<file path="src/rtl/adc_csr_pkg.sv">
package adc_csr_pkg;
   localparam int unsigned CHAN_W   = 5;
   localparam int unsigned WORD_W   = CHAN_W + 3;
   localparam int unsigned FLAG_BIT = WORD_W - 1;
   localparam int unsigned IEN_BIT  = WORD_W - 2;
   localparam int unsigned CONT_BIT = WORD_W - 3;

   typedef struct packed {
      logic              done_flag;
      logic              irq_en;
      logic              cont;
      logic [CHAN_W-1:0] chan;
   } csr_word_t;
endpackage

</file>
<file path="src/rtl/adc_csr_decode.sv">
module adc_csr_decode #(
   parameter int unsigned       ADDR_W    = 3,
   parameter logic [ADDR_W-1:0] CSR_ADDR  = '0,
   parameter logic [ADDR_W-1:0] DATA_ADDR = 1
) (
   input  logic [ADDR_W-1:0] addr,
   input  logic              wr,
   input  logic              rd,
   output logic              csr_sel,
   output logic              csr_wr,
   output logic              data_rd
);
   initial begin
      assert (CSR_ADDR != DATA_ADDR)
         else $error("register and data addresses must differ");
   end

   always_comb begin
      csr_sel = (addr == CSR_ADDR);
      csr_wr  = wr & csr_sel;
      data_rd = rd & (addr == DATA_ADDR);
   end
endmodule

</file>
<file path="src/rtl/adc_csr_fields.sv">
module adc_csr_fields import adc_csr_pkg::*; #(
   parameter logic [CHAN_W-1:0] CHAN_RST = '1
) (
   input  logic              clk,
   input  logic              rst_n,
   input  logic              csr_wr,
   input  logic [WORD_W-2:0] wdata,
   output logic              ien_q,
   output logic              ien_next,
   output logic              cont_q,
   output logic [CHAN_W-1:0] chan_q,
   output logic              start_q
);
   always_comb begin
      ien_next = csr_wr ? wdata[IEN_BIT] : ien_q;
   end

   always_ff @(posedge clk or negedge rst_n) begin
      if (!rst_n) begin
         ien_q   <= 1'b0;
         cont_q  <= 1'b0;
         chan_q  <= CHAN_RST;
         start_q <= 1'b0;
      end else begin
         start_q <= csr_wr;
         if (csr_wr) begin
            ien_q  <= wdata[IEN_BIT];
            cont_q <= wdata[CONT_BIT];
            chan_q <= wdata[CHAN_W-1:0];
         end
      end
   end
endmodule

</file>
<file path="src/rtl/adc_csr_flags.sv">
module adc_csr_flags (
   input  logic clk,
   input  logic rst_n,
   input  logic done,
   input  logic clr,
   input  logic ien_q,
   input  logic ien_next,
   output logic flag_q,
   output logic irq
);
   logic pend_q;

   always_ff @(posedge clk or negedge rst_n) begin
      if (!rst_n) begin
         flag_q <= 1'b0;
         pend_q <= 1'b0;
      end else begin
         if (done && !ien_next)
            flag_q <= 1'b1;
         else if (clr)
            flag_q <= 1'b0;

         if (done && ien_next)
            pend_q <= 1'b1;
         else if (clr)
            pend_q <= 1'b0;
      end
   end

   assign irq = pend_q & ien_q;
endmodule

</file>
<file path="src/rtl/adc_ctl_status_reg.sv">
module adc_ctl_status_reg import adc_csr_pkg::*; #(
   parameter int unsigned       ADDR_W    = 3,
   parameter logic [ADDR_W-1:0] CSR_ADDR  = '0,
   parameter logic [ADDR_W-1:0] DATA_ADDR = 1,
   parameter logic [CHAN_W-1:0] CHAN_RST  = '1,
   parameter bit                READ_REG  = 1'b0
) (
   input  logic              clk,
   input  logic              rst_n,
   input  logic [ADDR_W-1:0] bus_addr,
   input  logic              bus_wr,
   input  logic              bus_rd,
   input  logic [WORD_W-1:0] bus_wdata,
   output logic [WORD_W-1:0] bus_rdata,
   input  logic              conv_done,
   output logic              conv_start,
   output logic [CHAN_W-1:0] conv_chan,
   output logic              conv_cont,
   output logic              irq
);
   initial begin
      assert (ADDR_W >= 1 && ADDR_W <= 16) else $error("ADDR_W out of range");
      assert (WORD_W == 8) else $error("register word must be 8 bits");
   end

   logic              csr_sel, csr_wr, data_rd;
   logic              ien_q, ien_next, cont_q, start_q, flag_q;
   logic [CHAN_W-1:0] chan_q;
   csr_word_t         word;
   logic              unused_wbit;

   assign unused_wbit = bus_wdata[FLAG_BIT];

   adc_csr_decode #(
      .ADDR_W(ADDR_W), .CSR_ADDR(CSR_ADDR), .DATA_ADDR(DATA_ADDR)
   ) u_dec (
      .addr(bus_addr), .wr(bus_wr), .rd(bus_rd),
      .csr_sel(csr_sel), .csr_wr(csr_wr), .data_rd(data_rd)
   );

   adc_csr_fields #(.CHAN_RST(CHAN_RST)) u_fld (
      .clk(clk), .rst_n(rst_n), .csr_wr(csr_wr),
      .wdata(bus_wdata[WORD_W-2:0]),
      .ien_q(ien_q), .ien_next(ien_next), .cont_q(cont_q),
      .chan_q(chan_q), .start_q(start_q)
   );

   adc_csr_flags u_flg (
      .clk(clk), .rst_n(rst_n), .done(conv_done),
      .clr(csr_wr | data_rd), .ien_q(ien_q), .ien_next(ien_next),
      .flag_q(flag_q), .irq(irq)
   );

   always_comb begin
      word.done_flag = flag_q;
      word.irq_en    = ien_q;
      word.cont      = cont_q;
      word.chan      = chan_q;
   end

   generate
      if (READ_REG) begin : g_rd_reg
         logic [WORD_W-1:0] rdata_q;
         always_ff @(posedge clk or negedge rst_n) begin
            if (!rst_n)
               rdata_q <= '0;
            else if (bus_rd)
               rdata_q <= csr_sel ? word : '0;
         end
         assign bus_rdata = rdata_q;
      end else begin : g_rd_comb
         assign bus_rdata = csr_sel ? word : '0;
      end
   endgenerate

   assign conv_start = start_q;
   assign conv_chan  = chan_q;
   assign conv_cont  = cont_q;
endmodule

</file>
<file path="config.mk">
export PLATFORM = sky130hd
export DESIGN_NAME = adc_ctl_status_reg
export DESIGN_NICKNAME = d
export VERILOG_FILES = /design/src/rtl/adc_csr_pkg.sv /design/src/rtl/adc_csr_decode.sv /design/src/rtl/adc_csr_fields.sv /design/src/rtl/adc_csr_flags.sv /design/src/rtl/adc_ctl_status_reg.sv
export SDC_FILE = /design/constraint.sdc
export NUM_CORES = 1
export LEC_CHECK = 0
export BUFFER_PORTS_ARGS = -buffer_cell sky130_fd_sc_hd__buf_2
export CORE_UTILIZATION = 33
export DETAILED_ROUTE_END_ITERATION = 8
export GPL_ROUTABILITY_DRIVEN = 0
export GPL_TIMING_DRIVEN = 0
export PLACE_DENSITY = 0.67
export SLEW_MARGIN = 10
export SYNTH_ARGS = -nofsm -noshare
export SYNTH_HDL_FRONTEND = slang
export SYNTH_HIERARCHICAL = 1
export SYNTH_SLANG_ARGS = --single-unit
</file>
<file path="constraint.sdc">
create_clock -name clk -period 0.9 [get_ports clk]
set_clock_uncertainty 0.05 [all_clocks]
set_input_delay 0 -clock clk [delete_from_list [all_inputs] [get_ports clk]]
set_output_delay 0 -clock clk [all_outputs]
set_load 0.02 [all_outputs]
</file>
==> results of run 1 <==
cells by family (layout without fill, tap and decap cells):
logic type,Yosys count,after routing,synth area share
AND/OR/NAND/NOR,14,14,0.197
flip-flops,10,10,0.513
AO/OA/AOI/OAI,2,2,0.0350
buffers and inverters,4,54,0.0450
multiplexers,7,7,0.210
path summary, 6_finish.rpt:
| check | from | to | slack [ns] | cells after the start |
|---|---|---|---|---|
| hold / removal | bus_wdata[6] | u_fld/ien_q$_DFF_PN0_ | -0.05 | 2 |
| hold reg to reg | u_flg/flag_q$_DFFE_PN0P_ | u_flg/flag_q$_DFFE_PN0P_ | 0.45 | 2 |
| max in group asynchronous | rst_n | u_fld/chan_q[1]$_DFFE_PN1P_ | 0.47 | 2 |
| setup / recovery | u_fld/chan_q[4]$_DFFE_PN1P_ | bus_rdata[4] | -0.25 | 2 |
| min in group asynchronous | rst_n | u_fld/ien_q$_DFF_PN0_ | 0.08 | 2 |
| setup reg to reg | u_fld/chan_q[3]$_DFFE_PN1P_ | u_fld/chan_q[3]$_DFFE_PN1P_ | -0.07 | 3 |
power breakdown:
| group | internal (W) | switching (W) | total, W |
|---|---|---|---|
| clock | 0.000246 | 0.000157 | 0.000403 |
| sequential | 0.000578 | 0.0000664 | 0.000645 |
| combinational | 0.000419 | 0.000286 | 0.000705 |
| total | 0.00124 | 0.000510 | 0.00175 |
routing by layer:
layer,up-vias,global-route usage,routed length (um),share of wire
li1,222,-,-,-
met1,209,0.173,499,0.38
met2,22,0.355,704,0.53
met3,5,0.0652,80,0.061
met4,0,0.150,35,0.027
met5,-,0,0,0
cells in the final DEF (no fill, tap or decap), drive strengths merged:
cell type and n:
buf 38, nor4b 1, dfstp 5, clkbuf 4
nor3 1, dlymetal6s4s 1, mux2 7, dlygate4sd3 8
nand2 1, and2 9, inv 3, dfrtp 5
o22ai 1, and4bb 1, o21ai 1, or2 1
flip-flops by register name, summed over array words and instances, names as in the netlist:
name / flops
u_fld/chan_q: 5
u_fld/cont_q: 1
u_fld/ien_q: 1
u_fld/start_q: 1
u_flg/flag_q: 1
u_flg/pend_q: 1
metrics by stage:
stage / worst slack [ns] / instances / total power [W] / area, um2 / setup TNS [ns]
CTS: -0.209 / 100 / 0.00166 / 925 / -2.28
global route: -0.282 / 102 / 0.00185 / 996 / -2.95
floorplan: -0.155 / 37 / 0.000920 / 509 / -0.390
detailed placement: -0.358 / 82 / 0.00107 / 678 / -4.44
global placement: -0.346 / 82 / 0.00106 / 678 / -4.29
finish: -0.247 / 102 / 0.00175 / 996 / -2.29
cell type report:
cell class / count / area, um2
timing repair buffer: 46 / 400
fill: 89 / 354
multi-input combinational: 23 / 262
sequential: 10 / 256
clock buffer: 4 / 36.3
tap: 15 / 18.8
buffer: 1 / 11.3
inverter: 3 / 11.3
timing repair:
action,CTS,global route
setup buffers,5,2
pin swaps,0,1
setup endpoints to repair,16,22
gates cloned,0,0
gates resized for setup,26,19
endpoints found under the hold margin,20,1
==> run summary, run 1 <==
total CTS buffers = 3
Crit path largest cell delay = 0.56 ns
1st-pass router iterations = 3
Core Region = 0.00135 mm2
clock period minus worst slack = 1.15 ns
final worst-path cycle share = 1.27
dominant cells by area after synthesis = dfstp_2 (26%), dfrtp_1 (25%), mux2_4 (21%)
Die Wd = 40.9 um
startpoint types = flop
WS Path Type = reg -> out
Max Fclk = 872 MHz
share of layout cells above drive strength 1 = 0.759
Post-Syn Nets = 53
post-route ant nets = 0
total grt overflow = 0
post-DP HPWL = 724 um
worst-path cell with the longest stage delay = dfstp_2
later-pin clock latency in the skew report = 0.26 ns
Worst Max-Slew Pin Slew = 0.318 ns
drt wl/cell = 12.9 um
failing checks = hold timing, setup timing
final WL = 1320 um
DR iter-0 viols = 6
Synth top area share = 0.263
CTS tree = yes
vias = 458
WP buf/inv = 1
Hold Slack = -0.0466 ns
number of max-cap violations = 0
register area share after synthesis = 0.513
GRT Total Usage = 0.196
leading area contributor after synthesis = dfstp_2
status = complete, but fails checks
syn avg cell area = 13.5 um2
Worst Slack Setup Final = -0.247 ns
Die Ht = 40.9 um
largest net degree at the start of global routing = 11
Slew Viols, Final = 0
Post-route DRC = 0
Synth Register Bits = 10
Slew headroom = 0.787
Root Buffer = clkbuf_4
top-count cell post-synth = and2_1
CTS clk-pin slew, worst paths = 0.07 ns
initial antenna violation count = 0
Area growth, synth to finish = 99.0%
WP data required = 0.85 ns
layout net count = 104
min-delay worst type = in -> reg
cts hold-fix bufs = 9
CTS Buffer Depth = 2
ANT cells = 0
vias in the first global route = 463
Die ar. = 0.00168 mm2
final core utilization = 0.738
vias per cell = 4.49
Final Hold Viols = 1
ys async rst share = 1.00
Main synth FF type = dfstp_2
Ports = 32
Yosys warnings = 6
Commonest cells post-synth = and2_1 (9), mux2_4 (7), dfrtp_1 (5), dfstp_2 (5), inv_1 (3)
H-tree Lvls = 1
PwrDens = 1760 mW/mm2
Max FO, Critical Path = 3
Setup violations, final = 18
peak supply drop = 1.44 mV
unrepaired setup endpoints after global routing = true
Synth Instances = 37
LEAKAGE = 0.517 nW
FP Rows = 13
mapped cell area = 500 um2
synth unique cells = 13
WP data arrival = 1.10 ns
first-pass GRT wire length = 1950 um
Worst Setup End Kind = primary output
Sink Count = 10
input/output buffers = 30
crit-path cells = and2_4, buf_6
Initial Util = 0.371
crit-path leading delay family = flip-flops
EDFF count, synth = 0
No activity file was read; power rests on OpenSTA's default activity.
==> run 2: changes to the inputs <==
--- a/config.mk
+++ b/config.mk
@@ -10,9 +10,8 @@
 export DETAILED_ROUTE_END_ITERATION = 8
 export GPL_ROUTABILITY_DRIVEN = 0
 export GPL_TIMING_DRIVEN = 0
-export PLACE_DENSITY = 0.67
+export PLACE_DENSITY = 0.69
 export SLEW_MARGIN = 10
 export SYNTH_ARGS = -nofsm -noshare
 export SYNTH_HDL_FRONTEND = slang
-export SYNTH_HIERARCHICAL = 1
 export SYNTH_SLANG_ARGS = --single-unit
==> run summary, run 2 <==
status = complete, but fails checks (unchanged)
failing checks = hold timing, setup timing (unchanged)
first-pass GRT wire length = 1850 um (was 1950 um)
Worst Hold End = u_fld.ien_q$_DFF_PN0_ (was u_fld/ien_q$_DFF_PN0_)
peak supply drop = 1.33 mV (was 1.44 mV)
post-route ant nets = 0 (unchanged)
min-delay worst type = in -> reg (unchanged)
synth unique cells = 14 (was 13)
Post-Syn Nets = 51 (was 53)
Top reg by flops = u_fld.chan_q (was u_fld/chan_q)
LEAKAGE = 0.480 nW (was 0.517 nW)
Hold Slack = -0.0490 ns (was -0.0466 ns)
WL met3 = 67 um (was 80 um)
total grt overflow = 0 (unchanged)
vias = 453 (was 458)
WP data required = 0.85 ns (about the same)
total CTS buffers = 3 (unchanged)
worst reg2reg startpoint = u_fld.ien_q$_DFF_PN0_ (was u_fld/chan_q[3]$_DFFE_PN1P_)
WP buf/inv = 1 (unchanged)
syn avg cell area = 13.3 um2 (was 13.5 um2)
register area share after synthesis = 0.550 (was 0.513)
Die Ht = 39.6 um (was 40.9 um)
drt wl/cell = 12.9 um (about the same)
share of layout cells above drive strength 1 = 0.735 (was 0.759)
Worst Max-Slew Pin Slew = 0.340 ns (was 0.318 ns)
GRT Total Usage = 0.193 (was 0.196)
crit-path leading delay family = flip-flops (unchanged)
Worst Setup End Kind = primary output (unchanged)
initial antenna violation count = 0 (unchanged)
Setup violations, final = 23 (was 18)
most frequent cells in the layout = buf_6 (19), buf_2 (13), dlygate4sd3_1 (8) (was buf_6 (19), buf_2 (15), dlygate4sd3_1 (8), and2_4 (7), mux2_4 (7))
cts hold-fix bufs = 8 (was 9)
layout net count = 100 (was 104)
Die Wd = 39.6 um (was 40.9 um)
WS Path Type = reg -> out (unchanged)
hold_sp = bus_wdata[6] (unchanged)
later-pin clock latency in the skew report = 0.26 ns (about the same)
unrepaired setup endpoints after global routing = true (unchanged)
Slew Viols, Final = 0 (unchanged)
Initial Util = 0.359 (was 0.371)
ys async rst share = 1.00 (unchanged)
1st-pass router iterations = 2 (was 3)
final core utilization = 0.732 (was 0.738)
reg2reg end = u_flg.pend_q$_DFFE_PN0P_ (was u_fld/chan_q[3]$_DFFE_PN1P_)
Placed Area = 636 um2 (was 678 um2)
Synth top area share = 0.282 (was 0.263)
post-DP HPWL = 735 um (was 724 um)
Commonest cells post-synth = and2_1 (9), dfrtp_1 (5), dfstp_2 (5), mux2_2 (5), inv_1 (2) (was and2_1 (9), mux2_4 (7), dfrtp_1 (5), dfstp_2 (5), inv_1 (3))
largest net degree at the start of global routing = 11 (unchanged)
mapped cell area = 467 um2 (was 500 um2)
Max FO, Critical Path = 3 (unchanged)
metal2 WL = 708 um (was 704 um)
worst-path cell with the longest stage delay = dfstp_2 (unchanged)
Design Area, Final = 952 um2 (was 996 um2)
WP data arrival = 1.07 ns (was 1.10 ns)
Synth Register Bits = 10 (unchanged)
cell depth of the worst hold path = 2 (unchanged)
R2R setup slack = -0.16 ns (was -0.07 ns)
max FFs per register = 5 (unchanged)
crit-path cells = and2_4, buf_6 (unchanged)
Metal-1 WL = 479 um (was 499 um)
Max Fclk = 895 MHz (was 872 MHz)
ANT cells = 0 (unchanged)
Yosys warnings = 0 (was 6)
Crit path largest cell delay = 0.56 ns (about the same)
Worst Slack Setup Final = -0.217 ns (was -0.247 ns)
Core Region = 0.00130 mm2 (was 0.00135 mm2)
CTS clk-pin slew, worst paths = 0.07 ns (about the same)
CTS Buffer Depth = 2 (unchanged)
EDFF count, synth = 0 (unchanged)
top-count cell post-synth = and2_1 (unchanged)
top routing layer in use = met4 (unchanged)
final WL = 1270 um (was 1320 um)
leading area contributor after synthesis = dfstp_2 (unchanged)
startpoint types = flop (unchanged)
Main synth FF type = dfstp_2 (unchanged)
H-tree Lvls = 1 (unchanged)
number of max-cap violations = 0 (unchanged)
vias in the first global route = 402 (was 463)
Post-route DRC = 0 (unchanged)
dominant cells by area after synthesis = dfstp_2 (28%), dfrtp_1 (27%), and2_1 (12%) (was dfstp_2 (26%), dfrtp_1 (25%), mux2_4 (21%))
vias per cell = 4.62 (was 4.49)
PwrDens = 1820 mW/mm2 (was 1760 mW/mm2)
FP Rows = 13 (unchanged)
CTS tree = yes (unchanged)
clock period minus worst slack = 1.12 ns (was 1.15 ns)
Area growth, synth to finish = 104% (was 99.0%)
Ports = 32 (unchanged)
DR iter-0 viols = 3 (was 6)
input/output buffers = 30 (unchanged)
R2R cell count = 2 (was 3)
Root Buffer = clkbuf_4 (unchanged)
final worst-path cycle share = 1.24 (was 1.27)
Slew headroom = 0.773 (was 0.787)
Synth Instances = 35 (was 37)
Die ar. = 0.00157 mm2 (was 0.00168 mm2)
Sink Count = 10 (unchanged)
Final Hold Viols = 1 (unchanged)
commonest non-fill, non-tap cell in the layout = buf_6 (unchanged)
-- run 2: logic make-up after synthesis --
kind of cell | count (synthesis) | share of synthesized area
flops | 10 | 0.550
simple gates | 12 | 0.174
buf+inv | 3 | 0.0402
compound gates | 2 | 0.0375
mux | 8 | 0.198
-- run 2: through the flow --
stage,power (W),hold WS [ns],std cells,setup slack [ns],TNS (ns)
5_1_grt,0.00183,-0.0622,98,-0.251,-3.11
3_5_place_dp,0.00102,-0.185,80,-0.591,-5.48
2_1_floorplan,0.000871,-0.346,35,-0.428,-1.95
3_3_place_gp,0.00101,-0.189,80,-0.571,-5.24
4_1_cts,0.00158,-0.0569,93,-0.205,-2.48
6_report,0.00174,-0.0490,98,-0.217,-2.54
-- run 2: how the worst max path moves through the flow --
stage | startpoint | cells after the start | slack, ns | to
4_1_cts | u_fld.chan_q[3]$_DFFE_PN1P_ | 2 | -0.21 | bus_rdata[3]
3_3_place_gp | bus_addr[1] | 5 | -0.57 | u_flg.pend_q$_DFFE_PN0P_
3_5_place_dp | bus_addr[1] | 5 | -0.59 | u_flg.pend_q$_DFFE_PN0P_
2_1_floorplan | bus_addr[1] | 4 | -0.43 | u_flg.pend_q$_DFFE_PN0P_
5_1_grt | u_fld.chan_q[3]$_DFFE_PN1P_ | 2 | -0.25 | bus_rdata[3]
6_report | u_fld.chan_q[3]$_DFFE_PN1P_ | 2 | -0.22 | bus_rdata[3]
-- run 2: worst register-to-register path: stages, from the launching register on --
cell and delay, ns:
dfrtp_1 0.40, mux2_4 0.28, a22o_1 0.21
-- run 2: layout make-up --
type | instances | area [um2]
inverters | 2 | 7.51
flip-flops and latches | 10 | 256
repair buffers | 45 | 404
well taps | 15 | 18.8
clock buffers | 4 | 36.3
fillers | 82 | 349
multi-input cells | 22 | 229
-- run 2: timing repair --
item | CTS | global route
endpoints found under the hold margin | 19 | 1
resized for setup | 35 | 13
setup endpoints to repair | 23 | 22
buffers inserted | 2 | 5
pin swaps | 2 | 0
-- run 2: routing by layer --
layer,track usage,up-vias
met5,0,-
met4,0.0517,0
met3,0.0682,2
met2,0.332,25
met1,0.222,210
li1,-,216
-- run 2: where the power goes --
part / switching, W / internal [W] / total, W
sequential: 0.0000699 / 0.000578 / 0.000648
clock: 0.000158 / 0.000246 / 0.000404
combinational: 0.000263 / 0.000421 / 0.000684
==> run 3: changes to the inputs <==
--- a/config.mk
+++ b/config.mk
@@ -11,6 +11,7 @@
 export GPL_ROUTABILITY_DRIVEN = 0
 export GPL_TIMING_DRIVEN = 0
 export PLACE_DENSITY = 0.69
+export REMOVE_ABC_BUFFERS = 1
 export SLEW_MARGIN = 10
 export SYNTH_ARGS = -nofsm -noshare
 export SYNTH_HDL_FRONTEND = slang
==> run summary, run 3 (synthesis gave the netlist of run 2 again) <==
hold_sp = bus_wdata[6] (unchanged)
1st-pass router iterations = 3 (was 2)
initial antenna violation count = 0 (unchanged)
Pwr Total = 0.00162 W (was 0.00174 W)
Design Area, Final = 905 um2 (was 952 um2)
Worst Setup End Kind = primary output (unchanged)
share of layout cells above drive strength 1 = 0.741 (was 0.735)
CTS tree = yes (unchanged)
Root Buffer = clkbuf_4 (unchanged)
Sink Count = 10 (unchanged)
Die Ht = 39.6 um (unchanged)
sequential power share = 0.395 (was 0.373)
Slew Viols, Final = 0 (unchanged)
Post-route DRC = 0 (unchanged)
max FFs per register = 5 (unchanged)
Max FO, Critical Path = 3 (unchanged)
Switching Power = 0.000464 W (was 0.000492 W)
DR iter-0 viols = 3 (unchanged)
CTS Buffer Depth = 2 (unchanged)
Hold Slack = -0.0553 ns (was -0.0490 ns)
Final Hold Viols = 2 (was 1)
R2R setup slack = -0.14 ns (was -0.16 ns)
startpoint types = flop (unchanged)
Top reg by flops = u_fld.chan_q (unchanged)
Worst Max-Slew Pin Slew = 0.354 ns (was 0.340 ns)
Worst Slack Setup Final = -0.213 ns (was -0.217 ns)
post-DP HPWL = 725 um (was 735 um)
layout net count = 98 (was 100)
Setup violations, final = 22 (was 23)
Sw Share = 0.286 (was 0.283)
vias in the first global route = 421 (was 402)
R2R cell count = 2 (unchanged)
worst reg2reg startpoint = u_fld.ien_q$_DFF_PN0_ (unchanged)
number of max-cap violations = 0 (unchanged)
vias = 432 (was 453)
worst slack at placement = -0.572 ns (was -0.591 ns)
drt wl/cell = 11.6 um (was 12.9 um)
Ports = 32 (unchanged)
WP data required = 0.85 ns (about the same)
WP data arrival = 1.06 ns (was 1.07 ns)
input/output buffers = 30 (unchanged)
status = complete, but fails checks (unchanged)
total grt overflow = 0 (unchanged)
first-pass GRT wire length = 1680 um (was 1850 um)
H-tree Lvls = 1 (unchanged)
cell depth of the worst hold path = 2 (unchanged)
internal power = 0.00116 W (was 0.00124 W)
peak supply drop = 1.08 mV (was 1.33 mV)
Combinational Power Share = 0.356 (was 0.394)
min-delay worst type = in -> reg (unchanged)
Slew headroom = 0.763 (was 0.773)
GRT Total Usage = 0.168 (was 0.193)
Worst Hold End = u_fld.ien_q$_DFF_PN0_ (unchanged)
unrepaired setup endpoints after global routing = true (unchanged)
commonest non-fill, non-tap cell in the layout = buf_2 (was buf_6)
total CTS buffers = 3 (unchanged)
final core utilization = 0.695 (was 0.732)
LEAKAGE = 0.457 nW (was 0.480 nW)
largest net degree at the start of global routing = 11 (unchanged)
Placed Area = 624 um2 (was 636 um2)
Max Fclk = 899 MHz (was 895 MHz)
Die ar. = 0.00157 mm2 (unchanged)
PwrDens = 1790 mW/mm2 (was 1820 mW/mm2)
Die Wd = 39.6 um (unchanged)
Initial Util = 0.359 (unchanged)
Core Region = 0.00130 mm2 (unchanged)
Area growth, synth to finish = 93.8% (was 104%)
post-route ant nets = 0 (unchanged)
final WL = 1110 um (was 1270 um)
FP Rows = 13 (unchanged)
failing checks = hold timing, setup timing (unchanged)
final worst-path cycle share = 1.24 (about the same)
WS Path Type = reg -> out (unchanged)
CTS clk-pin slew, worst paths = 0.07 ns (about the same)
clock period minus worst slack = 1.11 ns (was 1.12 ns)
ANT cells = 0 (unchanged)
reg2reg end = u_flg.pend_q$_DFFE_PN0P_ (unchanged)
later-pin clock latency in the skew report = 0.26 ns (about the same)
vias per cell = 4.50 (was 4.62)
clock network fraction of design power = 0.249 (was 0.233)
most frequent cells in the layout = buf_2 (15), buf_6 (14), dlygate4sd3_1 (8), and2_4 (6), buf_4 (6) (was buf_6 (19), buf_2 (13), dlygate4sd3_1 (8))
cts hold-fix bufs = 8 (unchanged)
==> run 3: changes by cell type in the layout (fill, tap and decap cells not counted) <==
| cell | previous run | this run |
|---|---|---|
| buf_8 | 1 | 0 |
| and2_4 | 5 | 6 |
| buf_6 | 19 | 14 |
| mux2_2 | 4 | 5 |
| and2_1 | 4 | 3 |
| buf_2 | 13 | 15 |
| mux2_4 | 3 | 2 |
| buf_4 | 4 | 6 |
==> run 3: layer usage <==
metal  track usage  routed length, um
met1         0.184                432
met2         0.291                618
met3        0.0682                 62
met4        0.0517                  0
met5             0                  0
==> run 3: area by class of cell <==
type                       count  area (um2)
fill                         106         397
timing repair buffer          43         358
sequential                    10         256
multi-input combinational     22         228
clock buffer                   4        36.3
tap                           15        18.8
inverter                       2        7.51
==> run 3: how the worst max path moves through the flow <==
stage,slack (ns),end,depth (start not counted),from
floorplan,-0.40,u_flg.pend_q$_DFFE_PN0P_,3,bus_addr[1]
global placement,-0.57,u_flg.pend_q$_DFFE_PN0P_,4,bus_addr[1]
detailed placement,-0.57,u_flg.pend_q$_DFFE_PN0P_,4,bus_addr[1]
CTS,-0.21,bus_rdata[3],2,u_fld.chan_q[3]$_DFFE_PN1P_
global route,-0.24,bus_rdata[3],2,u_fld.chan_q[3]$_DFFE_PN1P_
finish,-0.21,bus_rdata[2],2,u_fld.chan_q[2]$_DFFE_PN1P_
==> run 3: power groups by stage <==
stage	Combinational (W)	Sequential, W	Clock, W
floorplan	0.000158	0.000710	0
global placement	0.000373	0.000632	0
detailed placement	0.000379	0.000641	0
CTS	0.000506	0.000638	0.000418
global route	0.000613	0.000653	0.000443
finish	0.000577	0.000641	0.000403
==> run 3: worst max-delay path, stage by stage, from the launching register on <==
cell,delay [ns]
dfstp_2,0.55
and2_4,0.14
buf_6,0.11
==> run 3: repair_timing <==
| item | 4_1_cts | 5_1_grt |
|---|---|---|
| hold endpoints to repair | 19 | 2 |
| resized for setup | 29 | 9 |
| cloned | 0 | 0 |
| setup endpoints to repair | 19 | 22 |
| setup buffers | 3 | 2 |
| pin swaps | 3 | 0 |
==> run 3: per-stage QoR <==
| stage | TNS [ns] | cells |
|---|---|---|
| 2_1_floorplan | -1.52 | 34 |
| 3_3_place_gp | -5.25 | 79 |
| 6_report | -2.26 | 96 |
| 5_1_grt | -2.88 | 96 |
| 3_5_place_dp | -5.32 | 79 |
| 4_1_cts | -2.34 | 94 |
